## config.mk

```make
export PLATFORM = sky130hd
export DESIGN_NAME = rxw_walker
export DESIGN_NICKNAME = d
export VERILOG_FILES = /design/src/rtl/rxw_pkg.sv /design/src/rtl/rxw_head_table.sv /design/src/rtl/rxw_addr_gen.sv /design/src/rtl/rxw_walker.sv
export SDC_FILE = /design/constraint.sdc
export NUM_CORES = 1
export LEC_CHECK = 0
export BUFFER_PORTS_ARGS = -buffer_cell sky130_fd_sc_hd__buf_2
export CAP_MARGIN = 0
export CORE_ASPECT_RATIO = 1.1
export CORE_UTILIZATION = 45
export CTS_BUF_LIST = sky130_fd_sc_hd__clkbuf_2 sky130_fd_sc_hd__clkbuf_4 sky130_fd_sc_hd__clkbuf_8
export DETAILED_ROUTE_END_ITERATION = 10
export PLACE_DENSITY = 0.69
export SKIP_LAST_GASP = 1
export SLEW_MARGIN = 0
export SYNTH_ARGS = -nofsm -noshare
export SYNTH_HDL_FRONTEND = slang
export SYNTH_HIERARCHICAL = 1
export SYNTH_SLANG_ARGS = --single-unit
```

## constraint.sdc

```tcl
create_clock -name clk -period 4.06 [get_ports clk]
set_input_delay 0.609 -clock clk [delete_from_list [all_inputs] [get_ports clk]]
set_output_delay 0.609 -clock clk [all_outputs]
set_load 0.005 [all_outputs]
```

## src/rtl/rxw_pkg.sv

```systemverilog
package rxw_pkg;
  localparam int DW   = 64;
  localparam int BAW  = 32;
  localparam int MAW  = BAW - 3;
  localparam int IDXW = 16;
  localparam int LENW = 16;
  localparam int BTW  = LENW - 3;

  localparam logic [1:0] SY_DONE_OK  = 2'd0;
  localparam logic [1:0] SY_DONE_BRK = 2'd1;
  localparam logic [1:0] SY_HOLD     = 2'd2;
  localparam logic [1:0] SY_READY    = 2'd3;

  typedef enum logic [3:0] {
    S_IDLE, S_RD1, S_RD1W, S_RD0W, S_FILL, S_PEEK, S_PEEKW, S_WB, S_DROP
  } st_t;

  typedef enum logic [1:0] { A_CTL, A_PTR, A_BUF, A_PEEK } asel_t;

  // word address of one half of a descriptor (hi=1: control word)
  function automatic logic [MAW-1:0] dsc_word(input logic [BAW-1:0] base,
                                              input logic [IDXW-1:0] idx,
                                              input logic hi);
    logic [BAW-5:0] blk;
    blk = base[BAW-1:4] + {{(BAW-4-IDXW){1'b0}}, idx};
    return {blk, hi};
  endfunction

  function automatic logic [MAW-1:0] buf_word(input logic [BAW-1:0] addr,
                                              input logic [BTW-1:0] beat);
    return addr[BAW-1:3] + {{(MAW-BTW){1'b0}}, beat};
  endfunction

  function automatic logic [DW-1:0] pack_ctl(input logic [IDXW-1:0] nxt,
                                             input logic [LENW-1:0] cnt,
                                             input logic [1:0] sy,
                                             input logic eof);
    return {{(DW-IDXW-LENW-3){1'b0}}, eof, sy, cnt, nxt};
  endfunction
endpackage

```

## src/rtl/rxw_head_table.sv

```systemverilog
module rxw_head_table #(
  parameter int NCHAN = 4,
  localparam int CHW = (NCHAN > 1) ? $clog2(NCHAN) : 1
) (
  input  logic                      clk,
  input  logic                      rst_n,
  input  logic                      ld_en,
  input  logic [CHW-1:0]            ld_ch,
  input  logic [rxw_pkg::IDXW-1:0]  ld_idx,
  input  logic                      adv_en,
  input  logic [CHW-1:0]            adv_ch,
  input  logic [rxw_pkg::IDXW-1:0]  adv_idx,
  input  logic [CHW-1:0]            rd_ch,
  output logic [rxw_pkg::IDXW-1:0]  rd_idx
);
  logic [rxw_pkg::IDXW-1:0] tbl [NCHAN];

  always_ff @(posedge clk) begin
    for (int c = 0; c < NCHAN; c++) begin
      if (!rst_n) tbl[c] <= '0;
      else if (ld_en && ld_ch == CHW'(c)) tbl[c] <= ld_idx;
      else if (adv_en && adv_ch == CHW'(c)) tbl[c] <= adv_idx;
    end
  end

  assign rd_idx = tbl[rd_ch];

  for (genvar g = 0; g < NCHAN; g++) begin : g_chk

    head_load_chk: assert property (@(posedge clk) disable iff (!rst_n)
      (ld_en && ld_ch == CHW'(g)) |=> tbl[g] == $past(ld_idx));
  end
endmodule

```

## src/rtl/rxw_addr_gen.sv

```systemverilog
module rxw_addr_gen
  import rxw_pkg::*;
(
  input  asel_t             sel,
  input  logic [BAW-1:0]    base,
  input  logic [IDXW-1:0]   cur_idx,
  input  logic [IDXW-1:0]   nxt_idx,
  input  logic [BAW-1:0]    buf_addr,
  input  logic [BTW-1:0]    beat,
  output logic [MAW-1:0]    addr
);
  always_comb begin
    unique case (sel)
      A_CTL:   addr = dsc_word(base, cur_idx, 1'b1);
      A_PTR:   addr = dsc_word(base, cur_idx, 1'b0);
      A_PEEK:  addr = dsc_word(base, nxt_idx, 1'b1);
      default: addr = buf_word(buf_addr, beat);
    endcase
  end
endmodule

```

## src/rtl/rxw_walker.sv

```systemverilog
module rxw_walker
  import rxw_pkg::*;
#(
  parameter int NCHAN = 4,
  localparam int CHW = (NCHAN > 1) ? $clog2(NCHAN) : 1
) (
  input  logic             clk,
  input  logic             rst_n,
  input  logic [31:0]      area_base,
  input  logic             hd_load,
  input  logic [CHW-1:0]   hd_chan,
  input  logic [15:0]      hd_index,
  input  logic             frm_valid,
  output logic             frm_ready,
  input  logic [CHW-1:0]   frm_chan,
  input  logic [63:0]      frm_data,
  input  logic             frm_last,
  output logic             mem_req,
  output logic             mem_we,
  output logic [28:0]      mem_addr,
  output logic [63:0]      mem_wdata,
  input  logic [63:0]      mem_rdata,
  output logic             done_valid,
  output logic [CHW-1:0]   done_chan,
  output logic             drop_valid,
  output logic [CHW-1:0]   drop_chan
);
  st_t               state;
  logic [CHW-1:0]    ch;
  logic [IDXW-1:0]   cur_idx, nxt_idx, tbl_idx;
  logic [LENW-1:0]   buf_len;
  logic [BAW-1:0]    buf_addr;
  logic [BTW-1:0]    beats;
  logic              eof, nxt_rdy;
  asel_t             asel;

  // decoded control word fields
  logic [1:0]        rd_sync;
  logic [IDXW-1:0]   rd_next;
  logic [LENW-1:0]   rd_len;
  assign rd_sync = mem_rdata[33:32];
  assign rd_next = mem_rdata[15:0];
  assign rd_len  = mem_rdata[31:16];

  // named internal events
  logic              take_word, buf_full, wb_fire, drop_end;
  logic [BTW-1:0]    beats_n;
  assign take_word = (state == S_FILL) && frm_valid;
  assign beats_n   = beats + BTW'(1);
  assign buf_full  = {beats_n, 3'b000} >= buf_len;
  assign wb_fire   = (state == S_WB);
  assign drop_end  = (state == S_DROP) && frm_valid && frm_last;

  rxw_head_table #(.NCHAN(NCHAN)) u_tbl (
    .clk(clk), .rst_n(rst_n),
    .ld_en(hd_load), .ld_ch(hd_chan), .ld_idx(hd_index),
    .adv_en(wb_fire), .adv_ch(ch), .adv_idx(nxt_idx),
    .rd_ch((state == S_IDLE) ? frm_chan : ch), .rd_idx(tbl_idx)
  );

  rxw_addr_gen u_ag (
    .sel(asel), .base(area_base), .cur_idx(cur_idx), .nxt_idx(nxt_idx),
    .buf_addr(buf_addr), .beat(beats), .addr(mem_addr)
  );

  always_comb begin
    mem_req   = 1'b0;
    mem_we    = 1'b0;
    asel      = A_CTL;
    frm_ready = 1'b0;
    mem_wdata = frm_data;
    unique case (state)
      S_RD1:  mem_req = 1'b1;
      S_RD1W: begin
        mem_req = (rd_sync == SY_READY);
        asel    = A_PTR;
      end
      S_FILL: begin
        frm_ready = 1'b1;
        asel      = A_BUF;
        mem_req   = frm_valid;
        mem_we    = frm_valid;
      end
      S_PEEK: begin
        mem_req = 1'b1;
        asel    = A_PEEK;
      end
      S_WB: begin
        mem_req   = 1'b1;
        mem_we    = 1'b1;
        mem_wdata = pack_ctl(nxt_idx, {beats, 3'b000},
                             nxt_rdy ? SY_DONE_OK : SY_DONE_BRK, eof);
      end
      S_DROP: frm_ready = 1'b1;
      default: ;
    endcase
  end

  always_ff @(posedge clk) begin
    if (!rst_n) begin
      state      <= S_IDLE;
      ch         <= '0;
      cur_idx    <= '0;
      nxt_idx    <= '0;
      buf_len    <= '0;
      buf_addr   <= '0;
      beats      <= '0;
      eof        <= 1'b0;
      nxt_rdy    <= 1'b0;
      done_valid <= 1'b0;
      done_chan  <= '0;
      drop_valid <= 1'b0;
      drop_chan  <= '0;
    end else begin
      done_valid <= wb_fire && eof;
      drop_valid <= drop_end;
      if (wb_fire) done_chan <= ch;
      if (drop_end) drop_chan <= ch;
      unique case (state)
        S_IDLE: if (frm_valid) begin
          ch      <= frm_chan;
          cur_idx <= tbl_idx;
          state   <= S_RD1;
        end
        S_RD1: state <= S_RD1W;
        S_RD1W: begin
          if (rd_sync == SY_READY) begin
            nxt_idx <= rd_next;
            buf_len <= rd_len;
            state   <= S_RD0W;
          end else begin
            state <= S_DROP;
          end
        end
        S_RD0W: begin
          buf_addr <= mem_rdata[BAW-1:0];
          beats    <= '0;
          eof      <= 1'b0;
          state    <= S_FILL;
        end
        S_FILL: if (frm_valid) begin
          beats <= beats_n;
          if (frm_last) begin
            eof   <= 1'b1;
            state <= S_PEEK;
          end else if (buf_full) begin
            state <= S_PEEK;
          end
        end
        S_PEEK:  state <= S_PEEKW;
        S_PEEKW: begin
          nxt_rdy <= (rd_sync == SY_READY);
          state   <= S_WB;
        end
        S_WB: begin
          if (eof) state <= S_IDLE;
          else if (nxt_rdy) begin
            cur_idx <= nxt_idx;
            state   <= S_RD1;
          end else state <= S_DROP;
        end
        S_DROP: if (drop_end) state <= S_IDLE;
        default: state <= S_IDLE;
      endcase
    end
  end


  buf_bound_chk: assert property (@(posedge clk) disable iff (!rst_n)
    take_word |-> ({beats, 3'b000} < buf_len));

  drop_nowr_chk: assert property (@(posedge clk) disable iff (!rst_n)
    (state == S_DROP) |-> !mem_we);

  idle_quiet_chk: assert property (@(posedge clk) disable iff (!rst_n)
    (state == S_IDLE) |-> (!mem_req && !frm_ready));

  wb_sync_chk: assert property (@(posedge clk) disable iff (!rst_n)
    wb_fire |-> (mem_wdata[33] == 1'b0));

  evt_excl_chk: assert property (@(posedge clk) disable iff (!rst_n)
    !(done_valid && drop_valid));

  done_src_chk: assert property (@(posedge clk) disable iff (!rst_n)
    done_valid |-> $past(wb_fire));
endmodule

```

# Yosys cells after proc, flatten, opt, wreduce, memory -nomap -nowiden
# Memories as Yosys holds them, arrays and structs flattened.
# Index checks and enable logic that the tools add are counted.
# Widths: inputs -> output; s select.
[word_totals] memories=1 ram_bits=64 input_bits=185 wordCells=139 output_inout_bits=102 regBits=107
[mem_list] name="u_tbl.tbl" words=4 word_bits=16 rd=1 rd_ports_with_merged_regs=0 write_ports=4 line="rxw_head_table.sv:16" text="logic [rxw_pkg::IDXW-1:0] tbl [NCHAN];"
[op_classes] eq_ne=24 mux=63 bitwise_logic=8 order_cmp=1 reduce_logical=25 add_sub_neg=4
[ops] op="$mux 16" count=11
[ops] op="$pmux 29 s3" count=1
[ops] op="$mux 64" count=1
[ops] op="$add 28x16->28" count=2
[ops] op="$pmux 4 s9" count=1
[ops] op="$mux 1" count=33
[ops] op="$mux 4" count=8
[ops] op="$pmux 16 s2" count=1
[ops] op="$add 29x13->29" count=1
[ops] op="$pmux 13 s2" count=1
[ops] op="$eq 4x3->1 const B" count=4
[ops] op="$ge 16x16->1" count=1
[ops] op="$add 13x1->13 const B" count=1
[ops] op="$mux 13" count=1
[ops] op="$eq 2x2->1 const B" count=6
[ops] op="$ne 2x2->1 const B" count=6
[ops] op="$logic_and 1x1->1" count=11
[ops] op="$eq 4x2->1 const B" count=2
[ops] op="$or 1x1->1" count=8
[ops] op="$reduce_and 4->1" count=2
[ops] op="$eq 2x1->1 const B" count=3
[ops] op="$logic_not 2->1" count=3
[ops] op="$pmux 2 s3" count=1
[ops] op="$reduce_and 2->1" count=3
[ops] op="other kinds (11)" count=13

# Depth between registers and ports, before layout
# Gate-level depths: netlist of the first run.
[logic_depth] word_depth=7 mapped_depth=14 mapped_depth_nobuf=10

# Cells and area by module
# The synthesis of the first run kept the hierarchy.
[modules_own_cells] mod="rxw_walker" cells_each=722 seq_area_each_um2=2142.1 area_each_um2=5609.1 n_inst=1
[modules_own_cells] mod="rxw_addr_gen" cells_each=514 seq_area_each_um2=0.0 area_each_um2=3678.5 n_inst=1
[modules_own_cells] mod="rxw_head_table" cells_each=183 seq_area_each_um2=1921.8 area_each_um2=3194.3 n_inst=1

# Worst setup path after synthesis of the first run
# Ideal clock, no wire load.
[synth_path] path_type="register to output" startpoint="register state[1]" endpoint="output mem_addr[25]" t_arrival_ns=3.059 stages_incl_launch_ff=14 required_time_ns=3.451 path_buffers=3 path_slack_ns=0.392 cell_sequence="dfxtp_1 > buf_2 > clkbuf_1 > nand2b_1 > or2_2 > a21oi_1 > inv_1 > ha_1 > or2_2 > clkbuf_1 > or4_2 > o22a_2 > o221ai_1 > a211oi_2"
[synth_between] elab_chain_len=4 word_cells_on_any_way=8 cone_classes="eq/ne: 5; mux: 2; reduce/logical: 1"
[synth_lines] item="from (decl)" line="rxw_walker.sv:28" text="st_t state;"
[synth_lines] item="from (signal assigned)" line="rxw_walker.sv:101" text="state <= S_IDLE;"
[synth_lines] item="from (signal assigned)" line="rxw_walker.sv:123" text="state <= S_RD1;"
[synth_lines] item="from (signal assigned)" line="rxw_walker.sv:125" text="S_RD1: state <= S_RD1W;"
[synth_lines] item="$eq 4x3->1 or $eq 4x2->1 (tied branches)" line="rxw_walker.sv:72" text="unique case (state)"
[synth_lines] item="$pmux 2 s3 (*)" line="rxw_walker.sv:72"
[synth_lines] item="net asel[0]" line="rxw_walker.sv:35" text="asel_t asel;"
[synth_lines] item="$eq 2x2->1 (tied with other cells)" line="rxw_addr_gen.sv:13" text="unique case (sel)"
[synth_lines] item="$pmux 29 s3 (*)" line="rxw_addr_gen.sv:13"
[synth_lines] item="to (decl)" line="rxw_walker.sv:20" text="output logic [28:0] mem_addr,"
# Mark *: on every way through the listed nets, which the timed path passes. The rest lies on a longest branch.

# Worst setup path in the final report of the first run
[layout_path] startpoint="register nxt_idx[7]" endpoint="output mem_addr[25]"
[layout_between] elab_chain_len=2
[layout_lines] item="from (decl)" line="rxw_walker.sv:30" text="logic [IDXW-1:0] cur_idx, nxt_idx, tbl_idx;"
[layout_lines] item="from (signal assigned)" line="rxw_walker.sv:128" text="nxt_idx <= rd_next;"
[layout_lines] item="$add 28x16->28" line="rxw_pkg.sv:25" text="blk = base[BAW-1:4] + {{(BAW-4-IDXW){1'b0}}, idx};"
[layout_lines] item="$pmux 29 s3" line="rxw_addr_gen.sv:13"
# Every way passes these cells.

==> results.sh, run 1 <==
export IMPL_status="finished clean"
export IMPL_grt_overflow_total=0
export IMPL_coreArea_um2=27040
export IMPL_netlist_area_um2=12380
export IMPL_ff2ff_path_depth=7
export IMPL_area_growth_pct=16.29
export IMPL_htreeDepth=4
export IMPL_hold_viol=0
export IMPL_final_setup_skew_ns=0.03431
export IMPL_crit_type="reg2out"
export IMPL_worst_pin_slew_ns=1.173
export IMPL_io_pins=287
export IMPL_clock_sinks=168
export IMPL_clk_latency_ns=0.48
export IMPL_path_buf_inv=1
export IMPL_numCtsBuffers=17
export IMPL_cp_num_cells=9
export IMPL_dp_cells=1967
export IMPL_critical_path_top_delay_family="compound AO/OA/AOI/OAI gates"
export IMPL_tns_ns=0
export IMPL_clk_pin_slew_ns=0.12
export IMPL_fillers=2546
export IMPL_firstDrtPassIters=6
export IMPL_fin_crit_ns=3.952
export IMPL_ant_nets=0
export IMPL_critPathCaptureType="output pin"
export IMPL_finalSetupViolCount=0
export IMPL_finalCritPeriodShare=0.9733
export IMPL_avgViaCountPerCell=5.928
export IMPL_grtUsageTotal=0.2723
export IMPL_nets=1883
export IMPL_dp_hpwl_um=28580
export IMPL_synth_cells=1407
export IMPL_cts_buffer_depth=2
export IMPL_max_slew_margin=0.2120
export IMPL_wl_per_cell_um=19.51
export IMPL_antenna_cells=0
export IMPL_cap_violations=0
export IMPL_whs_ns=0.3628
export IMPL_critical_path_max_stage_delay_ns=0.57
export IMPL_synth_nets=1659
export IMPL_portBuffers=252
export IMPL_ctsHoldBuffers=0
export IMPL_synth_area_per_cell_um2=8.802
export IMPL_cts_root_buf="clkbuf_8"
export IMPL_cp_start_kind="flip-flop"
export IMPL_grt_pass1_wl_um=60080
export IMPL_multi_input_area_um2=7814
export IMPL_cts_tree="built"
export IMPL_drtIter0Drc=877
export IMPL_synth_warnings=6
export IMPL_grt_setup_unrepaired="true"
export IMPL_worst_ep_arrival_time_ns=3.34
export IMPL_p_leak_nw=6.109
export IMPL_whs_path_depth=3
export IMPL_ir_drop_mv=0.1940
export IMPL_maxSlewViolCount=0
export IMPL_grt_max_degree=96
export IMPL_vias=11861
export IMPL_die_y_um=176.0
export IMPL_required_ns=3.45
export IMPL_slowest_stage="dfxtp_1"
export IMPL_hp_class="in2reg"
export IMPL_fin_cells=2001
export IMPL_row_count=63
export IMPL_antenna_found_initial=0
export IMPL_path_cells="ha_1 > a21o_1 > a32oi_1 > a2bb2oi_1 > a31oi_1 > or4_1 > a21oi_1 > a211oi_2 > buf_2"
export IMPL_critPathMaxFanout=7
export IMPL_final_layout_size_suffix_gt1_frac=0.2549
export IMPL_power_density_nw_per_um2=295.9
export IMPL_routabilityCongestion=0.9505
export IMPL_grt_pass1_vias=11165
export IMPL_die_w_um=160.2
export IMPL_start_util=0.4580
export IMPL_die_area_um2=28190
export IMPL_seq_area_um2=4008
export IMPL_wirelength_um=39040
export IMPL_fmax_mhz=253.1
export IMPL_drc_errors=0
-- sequential cells by signal (all words and copies together), names as in the netlist --
name,count
u_tbl/tbl,64
buf_addr,29
buf_len,16
cur_idx,16
nxt_idx,16
beats,13
state,4
ch,2
done_chan,2
drop_chan,2
done_valid,1
drop_valid,1
eof,1
nxt_rdy,1
-- worst register-to-register path, stage by stage, from the launching register on --
cell and delay, ns:
dfxtp_1 0.37, buf_4 0.21, nand4b_4 0.18, inv_1 0.38, buf_4 0.39, nand3_1 0.24, a311oi_4 0.86, a22o_1 0.25
-- layer usage --
layer	GRT usage	share of wire
met1	0.3566	0.43
met2	0.4605	0.47
met3	0.03359	0.074
met4	0.1000	0.029
met5	0	0
-- layout by cell type, fill, tap and decap left out, types with 29 or more instances in the layout --
master	n
a21boi_0	35
a21boi_1	39
a21oi_1	67
a22o_1	33
a32o_1	33
and2_1	39
buf_2	251
buf_4	41
dfxtp_1	101
edfxtp_1	64
ha_1	63
inv_1	29
nand2_1	300
nand3_1	50
nor2_1	42
o21ai_0	32
xnor2_1	30
-- through the flow --
step | area (um2) | util | setup slack, ns | power [mW]
after floorplan | 12380 | - | 0.3922 | 2.565
after global placement | 13870 | 0.5128 | 0.2285 | 2.972
after detailed placement | 13870 | 0.5128 | 0.2257 | 2.979
after CTS | 14320 | 0.5295 | -0.03965 | 4.255
after global routing | 14400 | 0.5326 | -0.01589 | 4.440
final | 14400 | 0.5326 | 0.1084 | 4.261
-- path summary, 6_finish.rpt --
path / start / endpoint / slack (ns)
min reg2reg: buf_addr[30]$_SDFFE_PN0P_ / buf_addr[30]$_SDFFE_PN0P_ / 0.46
max reg2reg: state[3]$_SDFFE_PN0P_ / u_tbl/tbl[3][6]$_DFFE_PP_ / 1.04
max: nxt_idx[7]$_SDFFE_PN0P_ / mem_addr[25] / 0.11
min: mem_rdata[0] / nxt_idx[0]$_SDFFE_PN0P_ / 0.36
-- final cells by class --
class	instances	area share
multi-input cells	1119	0.5426
clock inverters	15	0.01416
well taps	357	0.03102
clock buffers	17	0.01625
flip-flops and latches	168	0.2783
inverters	32	0.008341
repair buffers	293	0.1094
-- repair_timing --
action	CTS	global route
endpoints found under the setup margin	4	13
endpoints found under the hold margin	0	0
gates resized for setup	2	18
setup buffers	1	1
pin swaps	1	5
-- power breakdown --
group | switching, mW | internal [mW]
clock | 0.797 | 0.492
combinational | 0.627 | 0.473
sequential | 0.0444 | 1.83
Note: power is estimated with default switching activity, not from simulation.
==> inputs of run 2 (changes only) <==
--- a/config.mk
+++ b/config.mk
@@ -9,7 +9,6 @@
 export CAP_MARGIN = 0
 export CORE_ASPECT_RATIO = 1.1
 export CORE_UTILIZATION = 45
-export CTS_BUF_LIST = sky130_fd_sc_hd__clkbuf_2 sky130_fd_sc_hd__clkbuf_4 sky130_fd_sc_hd__clkbuf_8
 export DETAILED_ROUTE_END_ITERATION = 10
 export PLACE_DENSITY = 0.69
 export SKIP_LAST_GASP = 1
==> run 2 against run 1 <==
Clock power increased by 32%. Sequential share of layout area decreased by 0.29 points. First-iteration DRC count increased by 9.2%. Flip-flop and latch count unchanged. Wire length increased by 0.29%. Clock-buffer cell count unchanged. Via count increased by 0.28%. Critical path type unchanged. Critical path depth increased by 2. Maximum frequency increased by 0.12%. Power increased by 9.6%. Worst setup slack improved by 0.0046 ns. Largest power group unchanged. Clock skew decreased by 0.011 ns.
==> results.sh, run 2 (synthesis results as in run 1) <==
export IMPL_status="finished clean"
export IMPL_grt_setup_unrepaired="true"
export IMPL_ir_drop_mv=0.2527
export IMPL_ctsHoldBuffers=0
export IMPL_hp_class="in2reg"
export IMPL_max_slew_margin=0.2217
export IMPL_crit_type="reg2out"
export IMPL_hold_viol=0
export IMPL_placed_area_um2=13870
export IMPL_grt_overflow_total=0
export IMPL_finalSetupViolCount=0
export IMPL_grt_pass1_vias=11260
export IMPL_largest_register_ffs=64
export IMPL_worst_ep_arrival_time_ns=3.34
export IMPL_final_cell_area_um2=14560
export IMPL_seq_area_um2=4008
export IMPL_cts_tree="built"
export IMPL_die_y_um=176.0
export IMPL_regMostFlops="u_tbl/tbl"
export IMPL_htreeDepth=4
export IMPL_final_core_util=0.5383
export IMPL_finalCritPeriodShare=0.9722
export IMPL_antenna_found_initial=0
export IMPL_avgViaCountPerCell=5.944
export IMPL_portBuffers=252
export IMPL_die_w_um=160.2
export IMPL_grt_pass1_wl_um=60430
export IMPL_ff2ff_setup_slack_ns=1.04
export IMPL_worst_pin_slew_ns=1.159
export IMPL_whs_path_depth=3
export IMPL_worstHoldStart="mem_rdata[0]"
export IMPL_whs_ns=0.4091
export IMPL_ff2ff_path_depth=7
export IMPL_maxSlewViolCount=0
export IMPL_critPathMaxFanout=3
export IMPL_clk_pin_slew_ns=0.08
export IMPL_clk_latency_ns=0.44
export IMPL_critPathCaptureType="output pin"
export IMPL_io_pins=287
export IMPL_route_met3_wl_um=2911
export IMPL_nets=1883
export IMPL_pre_cts_ws_ns=0.2257
export IMPL_top_layer_used="met4"
export IMPL_coreArea_um2=27040
export IMPL_start_util=0.4580
export IMPL_grtUsageTotal=0.2737
export IMPL_ant_nets=0
export IMPL_row_count=63
export IMPL_vias=11894
export IMPL_die_area_um2=28190
export IMPL_fin_crit_ns=3.947
export IMPL_final_setup_skew_ns=0.02285
export IMPL_area_growth_pct=17.53
export IMPL_numCtsBuffers=17
export IMPL_setup_ws_ns=0.1130
export IMPL_drtIter0Drc=958
export IMPL_final_layout_size_suffix_gt1_frac=0.2524
export IMPL_drt_met1_wl_um=16500
export IMPL_routabilityCongestion=0.9505
export IMPL_firstDrtPassIters=6
export IMPL_cts_root_buf="clkbuf_16"
export IMPL_fmax_mhz=253.4
export IMPL_whs_endpoint="nxt_idx[0]$_SDFFE_PN0P_"
export IMPL_p_leak_nw=6.191
export IMPL_power_density_nw_per_um2=320.7
export IMPL_cp_start_kind="flip-flop"
export IMPL_power_total_mw=4.669
export IMPL_grt_max_degree=96
export IMPL_antenna_cells=0
export IMPL_layout_common_cells="nand2_1 (300), buf_2 (251), dfxtp_1 (101), a21oi_1 (67), edfxtp_1 (64)"
export IMPL_reg_top3="u_tbl/tbl (64), buf_addr (29)"
export IMPL_final_common_cell="nand2_1"
export IMPL_reg2reg_from="state[3]$_SDFFE_PN0P_"
export IMPL_wirelength_um=39160
export IMPL_rr_endpoint="u_tbl/tbl[3][6]$_DFFE_PP_"
export IMPL_clock_sinks=168
export IMPL_drc_errors=0
export IMPL_fillers=2514
export IMPL_dr_wl_met2_um=18570
export IMPL_dp_hpwl_um=28580
export IMPL_wl_per_cell_um=19.57
export IMPL_cap_violations=0
export IMPL_cts_buffer_depth=2
export IMPL_required_ns=3.45
export IMPL_multi_input_area_um2=7780
## run 2: critical path, cell delays in order (launching register included)
cell      delay (ns)
dfxtp_1         0.32
nand2b_1        0.15
or2_2           0.31
a21oi_4         0.25
inv_2           0.06
ha_1            0.20
or2_2           0.28
or4_2           0.65
o22a_2          0.25
o221ai_1        0.20
a211oi_2        0.07
buf_2           0.17
## run 2: power by group
group / switching (mW) / leakage (nW) / internal [mW]
Sequential: 0.0442 / 1.48 / 1.83
Combinational: 0.625 / 4.41 / 0.471
Clock: 0.846 / 0.303 / 0.854
Total: 1.52 / 6.19 / 3.15
## run 2: per-layer routing
metal  up-vias  global-route usage
met3        66             0.03359
li1       5666                   -
met5         -                   0
met2       560              0.4674
met4         0             0.09524
met1      5602              0.3566
## run 2: timing repair
action                                  CTS  global route
endpoints found under the setup margin    2            11
buffers inserted                          0             2
pin swaps                                 1             4
hold endpoints to repair                  0             0
cloned                                    0             0
gates resized for setup                   2            11
## run 2: per-stage QoR
stage / instances / TNS [ns]
final: 2001 / 0
after global routing: 2001 / -0.006552
after CTS: 1999 / -0.001357
after detailed placement: 1967 / 0
after global placement: 1967 / 0
after floorplan: 1407 / 0
## run 2: worst max path at each step
| stage | startpoint | endpoint | slack (ns) |
|---|---|---|---|
| 3_5_place_dp | area_base[4] | mem_addr[13] | 0.23 |
| 4_1_cts | beats[0]$_SDFFE_PN0P_ | mem_addr[26] | -0.001 |
| 2_1_floorplan | state[1]$_SDFFE_PN0P_ | mem_addr[25] | 0.39 |
| 6_report | state[1]$_SDFFE_PN0P_ | mem_addr[25] | 0.11 |
| 5_1_grt | beats[7]$_SDFFE_PN0P_ | mem_addr[26] | -0.007 |
| 3_3_place_gp | area_base[4] | mem_addr[13] | 0.23 |
## run 2: cell type report
cell class / instances / share of cell area
multi-input cells: 1119 / 0.5345
flip-flops and latches: 168 / 0.2753
repair buffers: 293 / 0.1080
well taps: 357 / 0.03069
clock buffers: 17 / 0.02923
clock inverters: 15 / 0.01401
inverters: 32 / 0.008252
